File: src/rtl/seg_xlate_pkg.sv
// Package: shared widths, encodings and the segment entry type for the
// segmented address translation unit. Assumes a power-of-two segment count.
package seg_xlate_pkg;

    localparam int SEG_BITS = 2;
    localparam int OFF_W    = 12;
    localparam int VA_W     = SEG_BITS + OFF_W;
    localparam int PA_W     = 16;
    localparam int LEN_W    = OFF_W + 1;
    localparam int NUM_SEG  = 1 << SEG_BITS;
    localparam int PERM_W   = 3;

    // Bit positions inside the permission field
    localparam int PERM_X = 2;
    localparam int PERM_R = 1;
    localparam int PERM_WR = 0;

    typedef enum logic [1:0] {
        ACC_FETCH = 2'b00,
        ACC_LOAD  = 2'b01,
        ACC_STORE = 2'b10,
        ACC_RSVD  = 2'b11
    } access_e;

    typedef enum logic [1:0] {
        FLT_NONE  = 2'b00,
        FLT_BOUND = 2'b01,
        FLT_PERM  = 2'b10
    } fault_e;

    typedef struct packed {
        logic               valid;
        logic [PERM_W-1:0]  perm;
        logic [PA_W-1:0]    base;
        logic [LEN_W-1:0]   len;
    } seg_entry_t;

endpackage

File: src/rtl/seg_table.sv
// Module: segment table register file.
// Holds NUM_SEG entries, each written whole by a privileged write.
// An unprivileged write is dropped and flagged for one cycle.
// The read port is combinational, so a same-cycle write is not visible
// until the next cycle.
// Assumes synchronous active-low reset that clears every entry to invalid.
module seg_table
    import seg_xlate_pkg::*;
#(
    parameter int N_ENT = NUM_SEG,
    localparam int IDX_W = $clog2(N_ENT)
) (
    input  logic             clk,
    input  logic             rst_n,
    input  logic             wr_en,
    input  logic             wr_priv,
    input  logic [IDX_W-1:0] wr_idx,
    input  seg_entry_t       wr_entry,
    input  logic [IDX_W-1:0] rd_idx,
    output seg_entry_t       rd_entry,
    output logic             denied
);

    seg_entry_t entry_q [N_ENT];
    logic       wr_ok;

    // Purpose: qualify a write with the privilege flag
    always_comb wr_ok = wr_en & wr_priv;

    for (genvar g = 0; g < N_ENT; g++) begin : g_ent
        // Purpose: store one table entry, cleared to invalid on reset
        always_ff @(posedge clk) begin
            if (!rst_n) begin
                entry_q[g] <= '0;
            end else if (wr_ok && (wr_idx == IDX_W'(g))) begin
                entry_q[g] <= wr_entry;
            end
        end

        // an unprivileged write leaves every entry unchanged
        a_r8_user_write_ignored: assert property (@(posedge clk) disable iff (!rst_n)
            (wr_en && !wr_priv) |=> $stable(entry_q[g]))
            else $error("unprivileged write changed entry %0d", g);
    end

    // Purpose: flag a refused unprivileged write for one cycle
    always_ff @(posedge clk) begin
        if (!rst_n) begin
            denied <= 1'b0;
        end else begin
            denied <= wr_en & ~wr_priv;
        end
    end

    // Purpose: combinational lookup of the addressed entry
    always_comb rd_entry = entry_q[rd_idx];

    // the denial flag follows a refused write
    a_r8_denied_pulse: assert property (@(posedge clk) disable iff (!rst_n)
        (wr_en && !wr_priv) |=> denied)
        else $error("denied flag missing");

    // no denial without a refused write
    a_r8_denied_cause: assert property (@(posedge clk) disable iff (!rst_n)
        !(wr_en && !wr_priv) |=> !denied)
        else $error("spurious denied flag");

endmodule

File: src/rtl/seg_check.sv
// Module: bound and permission checker for one access.
// Purely combinational. The bound check treats an invalid entry as an
// out-of-bound access. A bound failure takes priority over a permission
// failure in the reported code.
// Assumes the length field is one bit wider than the offset, so that a
// full-size segment can be described.
module seg_check
    import seg_xlate_pkg::*;
#(
    parameter int OW = OFF_W
) (
    input  seg_entry_t    entry,
    input  logic [OW-1:0] offset,
    input  access_e       kind,
    output logic          bound_bad,
    output logic          perm_bad,
    output fault_e        code
);

    logic allowed;

    // Purpose: offset must be strictly below the length of a valid entry
    always_comb bound_bad = ~entry.valid | ({1'b0, offset} >= entry.len);

    // Purpose: pick the permission bit the access kind requires
    always_comb begin
        unique case (kind)
            ACC_FETCH: allowed = entry.perm[PERM_X];
            ACC_LOAD:  allowed = entry.perm[PERM_R];
            ACC_STORE: allowed = entry.perm[PERM_WR];
            default:   allowed = 1'b0;
        endcase
        perm_bad = ~allowed;
    end

    // Purpose: encode the fault with the bound check first
    always_comb begin
        if (bound_bad) begin
            code = FLT_BOUND;
        end else if (perm_bad) begin
            code = FLT_PERM;
        end else begin
            code = FLT_NONE;
        end
    end

endmodule

File: src/rtl/seg_addr_gen.sv
// Module: physical address adder.
// Adds the zero-extended offset to the segment base. The segment index
// bits take no part. Wrap-around past the top of the physical space is
// left to the table contents; the adder simply truncates.
module seg_addr_gen #(
    parameter int BW = 16,
    parameter int OW = 12
) (
    input  logic [BW-1:0] base,
    input  logic [OW-1:0] offset,
    output logic [BW-1:0] paddr
);

    // Purpose: base plus offset
    always_comb paddr = base + BW'(offset);

endmodule

File: src/rtl/seg_xlate_unit.sv
// Module: segmented address translation unit (top).
// Splits the virtual address into segment index and offset, looks up the
// segment table, checks bound and rights, and registers the result.
// A response appears one cycle after each request. A faulting response
// carries a zero address. Assumes synchronous active-low reset.
module seg_xlate_unit
    import seg_xlate_pkg::*;
#(
    parameter int SB = SEG_BITS,
    parameter int OW = OFF_W,
    parameter int BW = PA_W,
    localparam int VW = SB + OW,
    localparam int LW = OW + 1,
    localparam int NE = 1 << SB
) (
    input  logic          clk,
    input  logic          rst_n,
    input  logic          cfg_we,
    input  logic          cfg_priv,
    input  logic [SB-1:0] cfg_idx,
    input  logic [BW-1:0] cfg_base,
    input  logic [LW-1:0] cfg_len,
    input  logic          cfg_valid,
    input  logic [2:0]    cfg_perm,
    output logic          cfg_denied,
    input  logic          req_valid,
    input  logic [VW-1:0] req_vaddr,
    input  logic [1:0]    req_kind,
    output logic          rsp_valid,
    output logic [BW-1:0] rsp_paddr,
    output logic          rsp_fault,
    output logic [1:0]    rsp_fault_code
);

    seg_entry_t    wr_entry;
    seg_entry_t    cur_entry;
    logic [SB-1:0] seg_idx;
    logic [OW-1:0] seg_off;
    logic [BW-1:0] sum_addr;
    logic          chk_bound_bad;
    logic          chk_perm_bad;
    fault_e        chk_code;
    access_e       kind_e;

    // Purpose: split the virtual address and type the access kind
    always_comb begin
        seg_idx = req_vaddr[VW-1:OW];
        seg_off = req_vaddr[OW-1:0];
        kind_e  = access_e'(req_kind);
    end

    // Purpose: pack the configuration fields into one entry
    always_comb begin
        wr_entry.valid = cfg_valid;
        wr_entry.perm  = cfg_perm;
        wr_entry.base  = cfg_base;
        wr_entry.len   = cfg_len;
    end

    seg_table #(.N_ENT(NE)) u_table (
        .clk      (clk),
        .rst_n    (rst_n),
        .wr_en    (cfg_we),
        .wr_priv  (cfg_priv),
        .wr_idx   (cfg_idx),
        .wr_entry (wr_entry),
        .rd_idx   (seg_idx),
        .rd_entry (cur_entry),
        .denied   (cfg_denied)
    );

    seg_check #(.OW(OW)) u_check (
        .entry     (cur_entry),
        .offset    (seg_off),
        .kind      (kind_e),
        .bound_bad (chk_bound_bad),
        .perm_bad  (chk_perm_bad),
        .code      (chk_code)
    );

    seg_addr_gen #(.BW(BW), .OW(OW)) u_addr (
        .base   (cur_entry.base),
        .offset (seg_off),
        .paddr  (sum_addr)
    );

    // Purpose: register the response, blanking the address on a fault
    always_ff @(posedge clk) begin
        if (!rst_n) begin
            rsp_valid      <= 1'b0;
            rsp_paddr      <= '0;
            rsp_fault      <= 1'b0;
            rsp_fault_code <= FLT_NONE;
        end else begin
            rsp_valid <= req_valid;
            if (req_valid) begin
                rsp_fault      <= (chk_code != FLT_NONE);
                rsp_fault_code <= chk_code;
                rsp_paddr      <= (chk_code == FLT_NONE) ? sum_addr : '0;
            end else begin
                rsp_fault      <= 1'b0;
                rsp_fault_code <= FLT_NONE;
                rsp_paddr      <= '0;
            end
        end
    end

    // every request gets a response in the next cycle
    a_r7_rsp_after_req: assert property (@(posedge clk) disable iff (!rst_n)
        req_valid |=> rsp_valid)
        else $error("response missing");

    // no response without a request
    a_r7_no_spurious_rsp: assert property (@(posedge clk) disable iff (!rst_n)
        !req_valid |=> !rsp_valid)
        else $error("spurious response");

    // fault flag agrees with the code
    a_r7_fault_matches_code: assert property (@(posedge clk) disable iff (!rst_n)
        rsp_fault == (rsp_fault_code != FLT_NONE))
        else $error("fault flag and code disagree");

    // a faulting response never carries an address
    a_r3_fault_blanks_addr: assert property (@(posedge clk) disable iff (!rst_n)
        (rsp_valid && rsp_fault) |-> (rsp_paddr == '0))
        else $error("address on faulting response");

    // a bound failure is reported as bound even if rights also fail
    a_r6_bound_wins: assert property (@(posedge clk) disable iff (!rst_n)
        (req_valid && chk_bound_bad) |=> (rsp_fault_code == FLT_BOUND))
        else $error("bound failure not reported as bound");

    // an in-bound access without the right reports a permission fault
    a_r5_perm_fault: assert property (@(posedge clk) disable iff (!rst_n)
        (req_valid && !chk_bound_bad && chk_perm_bad) |=> (rsp_fault_code == FLT_PERM))
        else $error("rights failure not reported");

endmodule

File: config.mk
export PLATFORM = sky130hd
export DESIGN_NAME = seg_xlate_unit
export DESIGN_NICKNAME = d
export VERILOG_FILES = /design/src/rtl/seg_xlate_pkg.sv /design/src/rtl/seg_table.sv /design/src/rtl/seg_check.sv /design/src/rtl/seg_addr_gen.sv /design/src/rtl/seg_xlate_unit.sv
export SDC_FILE = /design/constraint.sdc
export NUM_CORES = 1
export LEC_CHECK = 0
export ABC_CLOCK_PERIOD_IN_PS = 8300
export BUFFER_PORTS_ARGS = -buffer_cell sky130_fd_sc_hd__buf_4
export CORE_AREA = 2 2 130 132
export DETAILED_ROUTE_END_ITERATION = 8
export DIE_AREA = 0 0 132 134
export MAX_ROUTING_LAYER = met4
export PLACE_DENSITY_LB_ADDON = 0.08
export SLEW_MARGIN = 20
export SYNTH_ARGS = -nofsm -noshare
export SYNTH_HDL_FRONTEND = slang
export SYNTH_SLANG_ARGS = --single-unit
File: constraint.sdc
create_clock -name clk -period 8.3 [get_ports clk]
set_clock_uncertainty 0.05 [all_clocks]
set_input_delay 0.415 -clock clk [delete_from_list [all_inputs] [get_ports clk]]
set_output_delay 0.415 -clock clk [all_outputs]
set_load 0.02 [all_outputs]
==> flow_summary.json <==
{
  "cp_data_required_time_ns": 8.59,
  "postSynth.asyncResetShare_pct": 0,
  "ant_nets": 0,
  "wl_met2_um": 7383,
  "routedWlPerCell_um": 18.64,
  "core_um2": 16290,
  "crit_arrival_ns": 3.52,
  "setup.worst_path.start_class": "input port",
  "setup_viol_count_final": 0,
  "grt_pass1_vias": 4332,
  "max-vdd-ir-drop_uv": 149.4,
  "syn-num-nets": 584,
  "critPathMaxStageDelay_ns": 0.73,
  "fin_nets": 666,
  "synthTopCellsByCount": "and2_1 (143), edfxtp_1 (132), ha_1 (24)",
  "powerDensity_nw_per_um2": 214.1,
  "cts_setup_buffers": 0,
  "cts_buffers": 17,
  "instances_no_fill": 817,
  "synth_seq_cells": 153,
  "nFillCells": 1394,
  "drv_cap": 0,
  "initial_core_util_pct": 44.21,
  "first_pass_iters": 4,
  "synth_area_leader_cell": "edfxtp_1",
  "rows": 47,
  "path_cells": "buf_4, mux4_2, ha_1, nand2b_1, a21o_1, a211oi_1, o211ai_1, a211oi_2, nor3b_1",
  "drc": 0,
  "vias_per_cell": 5.097,
  "worst-setup-path-type": "in -> reg",
  "ys.flop_type": "edfxtp_1",
  "tightest_slew_ns": 0.8586,
  "drt_iter0_markers": 205,
  "synth.distinct_cells": 46,
  "synth_seq_area_share_pct": 60.88,
  "die_w_um": 132,
  "grt_overflow_total": 0,
  "die_h_um": 134,
  "netlist_instances": 503,
  "hpwl_um": 9552,
  "outcome": "finished clean",
  "slowest_stage": "a211oi_2",
  "synth_area_leaders": "edfxtp_1 (55%), and2_1 (12%), mux4_2 (7.2%)",
  "cts_resized": 0,
  "rsz0062_at_grt": "false",
  "antenna_found_initial": 0,
  "diodes": 0,
  "top_layer_used": "met4",
  "placed_cells": 786,
  "hp-class": "in -> reg",
  "p_total_w": 0.001841,
  "min_period_over_period_pct": 38.88,
  "cp_max_fo": 34,
  "syn2layout_area_growth_pct": 19.44,
  "synth_warnings": 0,
  "min_period_ns": 3.227,
  "hold_violations": 0,
  "wirelength_met1_um": 7188,
  "grt_use_total_pct": 18.90,
  "ctsHoldBuffers": 0,
  "grt_max_degree": 35,
  "vias": 4164,
  "p_leak_nw": 3.341,
  "yosysMostFrequentCell": "and2_1",
  "end_kind": "flop",
  "htreeDepth": 4,
  "setup_tns_ns": 0,
  "clock-sinks": 153,
  "fmax_mhz": 309.8,
  "relSlewSlack_pct": 42.65,
  "synth_edf_count": 132,
  "fin_area_um2": 8602,
  "grt_pass1_wl_um": 24010,
  "gp_congestion": 0.8361,
  "place_ws_ns": 4.546,
  "clock_latency_ns": 0.42,
  "route.met3.wl_um": 449,
  "clk_pin_slew_ns": 0.06,
  "clock_path_buffers": 2,
  "fin_ws_ns": 5.073,
  "dieArea_um2": 17690,
  "synth_top_cell_area_share_pct": 55.04,
  "synthesis.area_um2": 7202,
  "drive_gt1_share_pct": 24.12,
  "cts_tree": "built",
  "root_buffer": "clkbuf_16",
  "ios": 77,
  "post_synth.cell_area_avg_um2": 14.32,
  "slew_viol_final": 0,
  "numPortBuffers": 76,
  "place_area_um2": 8034,
  "routed_wl_um": 15230
}
[stage by stage]
| step | utilization (%) | hold slack (ns) |
|---|---|---|
| final | 52.81 | 0.1254 |
| after global routing | 52.81 | 0.1192 |
| after CTS | 52.81 | 0.1059 |
| after detailed placement | 49.32 | 0.5595 |
| after global placement | 49.30 | 0.5544 |
| after floorplan | - | 0.4374 |
[cells by family (layout without fill, tap and decap cells)]
logic type | count (synthesis) | after routing | share of synthesized area [%]
AND/OR/NAND/NOR | 189 | 189 | 15.77
buffers and inverters | 36 | 130 | 2.224
multiplexers | 35 | 35 | 10.91
adder cells (fa/ha/maj) | 25 | 25 | 4.448
AO/OA/AOI/OAI | 58 | 58 | 4.917
XOR/XNOR | 7 | 7 | 0.8513
flip-flops | 153 | 153 | 60.88
[path summary, 6_finish.rpt]
kind	startpoint	endpoint	slack [ns]	cells after the start
max reg2reg	u_table.entry_q[3][0]	rsp_paddr[4]	5.36	8
min reg2reg	u_table.entry_q[0][27]	rsp_paddr[14]	0.76	3
max	req_vaddr[12]	rsp_paddr[4]	5.07	9
min	cfg_priv	u_table.denied	0.13	2
[worst max-delay path: cells and delay by family]
kind | cells | cell delay (ns)
buf+inv | 1 | 0.50
mux | 1 | 0.58
compound gates | 4 | 1.30
simple gates | 2 | 0.39
fa+ha+maj | 1 | 0.27
[per-layer routing]
metal  vias to the layer above  global-route usage, %
met3                        17                  3.553
met1                      2046                  24.22
met5                         -                      -
li1                       2022                      -
met2                        79                  30.70
met4                         0                  6.099
[where the power goes]
part           internal [W]  switching, W
sequential         0.000882     0.0000105
clock              0.000449      0.000290
combinational     0.0000963      0.000114
total               0.00143      0.000414
[cells in the final DEF (no fill, tap or decap), types with 3 or more instances in the layout]
| cell | count |
|---|---|
| o21a_1 | 3 |
| nand3_1 | 5 |
| and3_1 | 3 |
| inv_1 | 15 |
| nand2_1 | 9 |
| clkinvlp_4 | 3 |
| xnor2_1 | 5 |
| mux4_2 | 23 |
| mux4_1 | 9 |
| dfxtp_1 | 21 |
| a211oi_1 | 4 |
| clkbuf_8 | 5 |
| ha_1 | 24 |
| edfxtp_1 | 132 |
| and2_1 | 143 |
| buf_4 | 84 |
| clkbuf_16 | 17 |
| o211ai_1 | 4 |
| a21o_1 | 5 |
| o21ai_0 | 10 |
| o21ai_2 | 3 |
| a21oi_1 | 20 |
| nor2_1 | 11 |
| nand2b_1 | 3 |
[cell type report]
type,instances,area [um^2],area share [%]
sequential,153,4384,50.97
multi-input combinational,314,2688,31.24
timing repair buffer,84,630.6,7.331
clock buffer,24,501.7,5.833
tap,220,275.3,3.200
clock inverter,7,66.31,0.7709
inverter,15,56.30,0.6545
[sequential cells by signal (all words and copies together) (netlist names)]
name / cells
rsp_fault: 1
rsp_fault_code: 2
rsp_paddr: 16
rsp_valid: 1
u_table.denied: 1
u_table.entry_q: 132
Note: power is estimated with default switching activity, not from simulation.
